<file path="src/rtl/plmc_pkg.sv">
package plmc_pkg;

   typedef enum logic [1:0] {
      MD_REG   = 2'd0,
      MD_CIO   = 2'd1,
      MD_COMB  = 2'd2,
      MD_INPUT = 2'd3
   } cell_mode_e;

   localparam int KIND_PLAIN = 0;
   localparam int KIND_EDGE  = 1;
   localparam int KIND_NOFB  = 2;

   function automatic cell_mode_e decode_mode(input logic noreg, input logic gmode,
                                              input logic sel);
      cell_mode_e m;
      case ({noreg, gmode, sel})
         3'b010:          m = MD_REG;
         3'b011, 3'b111:  m = MD_CIO;
         3'b100:          m = MD_COMB;
         default:         m = MD_INPUT;
      endcase
      return m;
   endfunction

endpackage

</file>
<file path="src/rtl/plmc_sum.sv">
module plmc_sum #(
   parameter int N_TERMS = 8
) (
   input  logic [N_TERMS-1:0] pterm,
   output logic               full_sum,
   output logic               part_sum,
   output logic               en_term
);
   localparam int LOW_W = N_TERMS - 1;

   if (N_TERMS < 2) begin : g_bad_terms
      $error("plmc_sum: N_TERMS must be at least 2");
   end

   assign full_sum = |pterm;
   assign part_sum = |pterm[LOW_W-1:0];
   assign en_term  = pterm[N_TERMS-1];
endmodule

</file>
<file path="src/rtl/plmc_store.sv">
module plmc_store (
   input  logic clk,
   input  logic rst_n,
   input  logic d_val,
   input  logic preload,
   input  logic pad_in,
   output logic q_out
);
   // The flop holds the complement of the pin value, so a cleared flop reads as 1.
   logic q_n;

   always_ff @(posedge clk or negedge rst_n) begin
      if (!rst_n)       q_n <= 1'b0;
      else if (preload) q_n <= ~pad_in;
      else              q_n <= ~d_val;
   end

   assign q_out = ~q_n;
endmodule

</file>
<file path="src/rtl/plmc_route.sv">
module plmc_route
   import plmc_pkg::*;
#(
   parameter int CELL_KIND = KIND_PLAIN
) (
   input  cell_mode_e mode,
   input  logic       pol_hi,
   input  logic       full_sum,
   input  logic       part_sum,
   input  logic       en_term,
   input  logic       out_en,
   input  logic       reg_val,
   input  logic       pad_in,
   input  logic       adj_in,
   input  logic       cio_from_adj,
   output logic       reg_d,
   output logic       pad_out,
   output logic       pad_oe,
   output logic       fb
);
   localparam bit COMB_HAS_FB = (CELL_KIND != KIND_NOFB);

   logic full_v, part_v;

   assign full_v = (full_sum == pol_hi);
   assign part_v = (part_sum == pol_hi);
   assign reg_d  = full_v;

   always_comb begin
      case (mode)
         MD_REG:  begin pad_out = reg_val; pad_oe = out_en;  end
         MD_CIO:  begin pad_out = part_v;  pad_oe = en_term; end
         MD_COMB: begin pad_out = full_v;  pad_oe = 1'b1;    end
         default: begin pad_out = full_v;  pad_oe = 1'b0;    end
      endcase
   end

   always_comb begin
      case (mode)
         MD_REG:  fb = reg_val;
         MD_CIO:  fb = cio_from_adj ? adj_in : pad_in;
         MD_COMB: fb = COMB_HAS_FB ? pad_in : 1'b0;
         default: fb = adj_in;
      endcase
   end
endmodule

</file>
<file path="src/rtl/plmc_cell.sv">
module plmc_cell
   import plmc_pkg::*;
#(
   parameter int N_TERMS   = 8,
   parameter int CELL_KIND = KIND_PLAIN
) (
   input  logic               clk,
   input  logic               rst_n,
   input  logic               glb_noreg,
   input  logic               glb_mode,
   input  logic               loc_sel,
   input  logic               loc_pol,
   input  logic [N_TERMS-1:0] pterm,
   input  logic               out_en,
   input  logic               preload,
   input  logic               pad_in,
   input  logic               adj_in,
   output logic               pad_out,
   output logic               pad_oe,
   output logic               fb
);
   if (CELL_KIND < KIND_PLAIN || CELL_KIND > KIND_NOFB) begin : g_bad_kind
      $error("plmc_cell: CELL_KIND out of range");
   end

   cell_mode_e mode;
   logic full_sum, part_sum, en_term, reg_val, reg_d, cio_from_adj;

   assign mode = decode_mode(glb_noreg, glb_mode, loc_sel);

   if (CELL_KIND == KIND_EDGE) begin : g_edge_fb
      assign cio_from_adj = glb_noreg;
   end else begin : g_std_fb
      assign cio_from_adj = 1'b0;
   end

   plmc_sum #(.N_TERMS(N_TERMS)) u_sum (
      .pterm(pterm), .full_sum(full_sum), .part_sum(part_sum), .en_term(en_term)
   );

   plmc_store u_store (
      .clk(clk), .rst_n(rst_n), .d_val(reg_d), .preload(preload),
      .pad_in(pad_in), .q_out(reg_val)
   );

   plmc_route #(.CELL_KIND(CELL_KIND)) u_route (
      .mode(mode), .pol_hi(loc_pol), .full_sum(full_sum), .part_sum(part_sum),
      .en_term(en_term), .out_en(out_en), .reg_val(reg_val), .pad_in(pad_in),
      .adj_in(adj_in), .cio_from_adj(cio_from_adj), .reg_d(reg_d),
      .pad_out(pad_out), .pad_oe(pad_oe), .fb(fb)
   );

   // Port-level checks
   logic reg_cfg, off_cfg, comb_cfg;
   assign reg_cfg  = !glb_noreg && glb_mode && !loc_sel;
   assign comb_cfg = glb_noreg && !glb_mode && !loc_sel;
   assign off_cfg  = !reg_cfg && !comb_cfg && !(glb_mode && loc_sel);

   p_capture_r1: assert property (@(posedge clk) disable iff (!rst_n)
      (reg_cfg && !preload) |=> (!reg_cfg || pad_out == ($past(|pterm) == $past(loc_pol))));

   p_reg_enable_r2: assert property (@(posedge clk) disable iff (!rst_n)
      reg_cfg |-> (pad_oe == out_en));

   p_comb_on_r4: assert property (@(posedge clk) disable iff (!rst_n)
      comb_cfg |-> pad_oe);

   p_driver_off_r7: assert property (@(posedge clk) disable iff (!rst_n)
      off_cfg |-> !pad_oe);

   p_reset_high_r8: assert property (@(posedge clk) disable iff (!rst_n)
      ($rose(rst_n) && reg_cfg) |-> pad_out);

   p_preload_r9: assert property (@(posedge clk) disable iff (!rst_n)
      preload |=> (!reg_cfg || pad_out == $past(pad_in)));
endmodule

</file>
<file path="config.mk">
export PLATFORM = sky130hd
export DESIGN_NAME = plmc_cell
export DESIGN_NICKNAME = d
export VERILOG_FILES = /design/src/rtl/plmc_pkg.sv /design/src/rtl/plmc_sum.sv /design/src/rtl/plmc_store.sv /design/src/rtl/plmc_route.sv /design/src/rtl/plmc_cell.sv
export SDC_FILE = /design/constraint.sdc
export NUM_CORES = 1
export LEC_CHECK = 0
export BUFFER_PORTS_ARGS = -buffer_cell sky130_fd_sc_hd__buf_2
export CAP_MARGIN = 20
export CORE_AREA = 2 2 39 41
export CTS_CLUSTER_DIAMETER = 150
export DETAILED_ROUTE_END_ITERATION = 8
export DIE_AREA = 0 0 41 43
export GPL_ROUTABILITY_DRIVEN = 0
export SYNTH_ARGS = -nofsm -noshare
export SYNTH_HDL_FRONTEND = slang
export SYNTH_SLANG_ARGS = --single-unit
export TNS_END_PERCENT = 30
</file>
<file path="constraint.sdc">
create_clock -name clk -period 1.58 [get_ports clk]
set_clock_uncertainty 0.2 [all_clocks]
set_input_delay 0.079 -clock clk [delete_from_list [all_inputs] [get_ports clk]]
set_output_delay 0.079 -clock clk [all_outputs]
set_load 0.01 [all_outputs]
</file>
==> results.cfg <==
[outcome]
failed_checks = setup timing
status = finished with violations

[detailed_routing]
viasPerCell = 4.281
num_vias = 274
drc = 0
antenna_left = 0
wl_per_cell_um = 9.672
first_pass_iters = 2
drtIter0Drc = 2
wl_um = 619

[global_routing]
gr-total-overflow = 0
grt_pass1_vias = 231
grt_use_total_pct = 6.607
antenna_found_initial = 0
grt_pass1_wl_um = 897
grt_max_degree = 9

[sta]
hold_viol = 0
relSlewSlack_pct = 85.85
fin_hold_ws_ns = 0.07584
setup_viol = 1
period_share_pct = 103.0
worstMarginPinSlew_ns = 0.2119
worst_slack_ns = -0.04790
clock.fmax_mhz = 614.3
grt_setup_unrepaired = true
drv_slew = 0
period_needed_ns = 1.628

[clock_tree]
post_cts_buffers = 0
cts.clk_slew.worst_paths_ns = 0

[cells_and_area]
fin_area_um2 = 366.6
fin_nets = 68
regMostFlops = u_store.q_n
drive_gt1_share_pct = 54.17
area_growth_pct = 73.37
mostFrequentLayoutCell = buf_2
diodes = 0
reg_top3 = u_store.q_n x1
final_cell_mix = buf_2 (19), a21oi_1 (3), mux2i_1 (3)
largest_reg_flops = 1

[flow_run]
drv_cap = 0

[floorplanning]
fp.dieW_um = 41
start_util_pct = 15.28
die_h_um = 43
die-area_um2 = 1763
coreArea_um2 = 1384
ios = 21
rows = 14

[logic_synthesis]
ys_types = 21
yosys_warnings = 0
ys_seq_elements = 1
synth.avg_cell_area_um2 = 7.552
ys_seq_area_share_pct = 11.83
syn_area_um2 = 211.5
synthCells = 28
synth_fp_nets = 46

[setup_path]
critical_path_class = primary input to output pin
critPathLaunch = pterm[6]
critPathLaunchType = primary input
cp.arrival_ns = 1.35
worstPathMaxFanout = 2
critPathRequiredTime_ns = 1.30
crit_end = pad_out
cp-end-kind = output pin

[placement]
port_buffers = 20
place_area_um2 = 327.8

[hold_path]
hp-class = primary input to register

[power_and_ir_drop]
ir_drop_v = 0.0001178
power.density_nw_per_um2 = 290.4
p_leak_uw = 0.0001621
worst min-delay path by stage:
| stage | start | end | slack, ns | cells after the start |
|---|---|---|---|---|
| after floorplan | rst_n | u_store.q_n | -0.42 | 0 |
| after global placement | rst_n | u_store.q_n | -0.35 | 1 |
| after detailed placement | rst_n | u_store.q_n | -0.35 | 1 |
| after CTS | preload | u_store.q_n | 0.08 | 2 |
| after global routing | preload | u_store.q_n | 0.10 | 2 |
| final | preload | u_store.q_n | 0.08 | 2 |
routing by layer:
metal / up-vias / track usage, % / part of all wire [%]
li1: 146 / - / -
met4: 0 / 0 / 0
met5: - / 0 / 0
met2: 16 / 10.94 / 47
met1: 112 / 9.873 / 42
met3: 0 / 0 / 11
metrics by stage:
stage | std cells | TNS, ns | setup slack (ns) | power [uW] | util (%)
after floorplan | 28 | 0 | 0.1224 | 62.03 | -
after global placement | 63 | -0.06743 | -0.06743 | 96.29 | 23.69
after detailed placement | 63 | -0.1002 | -0.1002 | 97.36 | 23.69
after CTS | 64 | -0.05040 | -0.05040 | 103.4 | 25.50
after global routing | 64 | -0.08390 | -0.08390 | 116.6 | 26.49
final | 64 | -0.04790 | -0.04790 | 106.5 | 26.49
logic make-up (layout without fill, tap and decap cells):
family,count (synthesis),after routing,share of synthesized area [%]
buffers and inverters,2,22,3.547
XOR/XNOR,1,1,4.143
AO/OA/AOI/OAI,8,8,28.40
flip-flops,1,1,11.83
AND/OR/NAND/NOR,13,13,37.88
multiplexers,3,3,14.20
power by group:
| part | internal (uW) | switching (uW) |
|---|---|---|
| Clock | 0 | 0 |
| Sequential | 28.1 | 1.02 |
| Combinational | 40.8 | 36.5 |
critical path, cell delays in order:
cell	delay (ns)
buf_6	0.09
or4_4	0.52
or2_4	0.27
a211oi_4	0.17
o2bb2ai_2	0.08
buf_2	0.14
layout make-up:
type / count / area, um2
well taps: 16 / 20.02
flip-flops and latches: 1 / 25.02
fillers: 168 / 1017
repair buffers: 21 / 116.4
multi-input cells: 25 / 201.4
inverters: 1 / 3.754
what timing repair did:
| action | in CTS | in global routing |
|---|---|---|
| pin swaps | 4 | 1 |
| endpoints found under the setup margin | 1 | 1 |
| hold endpoints to repair | 1 | 0 |
| resized for setup | 3 | 2 |
| hold buffers | 1 | 0 |
cell usage after synthesis, drive strengths merged:
library cell | number | area (um2)
mux2i | 3 | 30.03
or2 | 1 | 6.260
or3b | 1 | 8.760
o211ai | 1 | 7.510
and2 | 1 | 6.260
nand2b | 1 | 6.260
or3 | 1 | 6.260
nor3 | 2 | 10.01
dfrtp | 1 | 25.02
nor3b | 1 | 7.510
nor2 | 1 | 3.750
or4 | 1 | 11.26
o2bb2ai | 2 | 17.52
nor2b | 1 | 6.260
inv | 1 | 3.750
a21oi | 3 | 15.01
a211oi | 2 | 20.02
xnor2 | 1 | 8.760
nand2 | 2 | 7.510
clkbuf | 1 | 3.750
(Power assumes the default switching activity.)
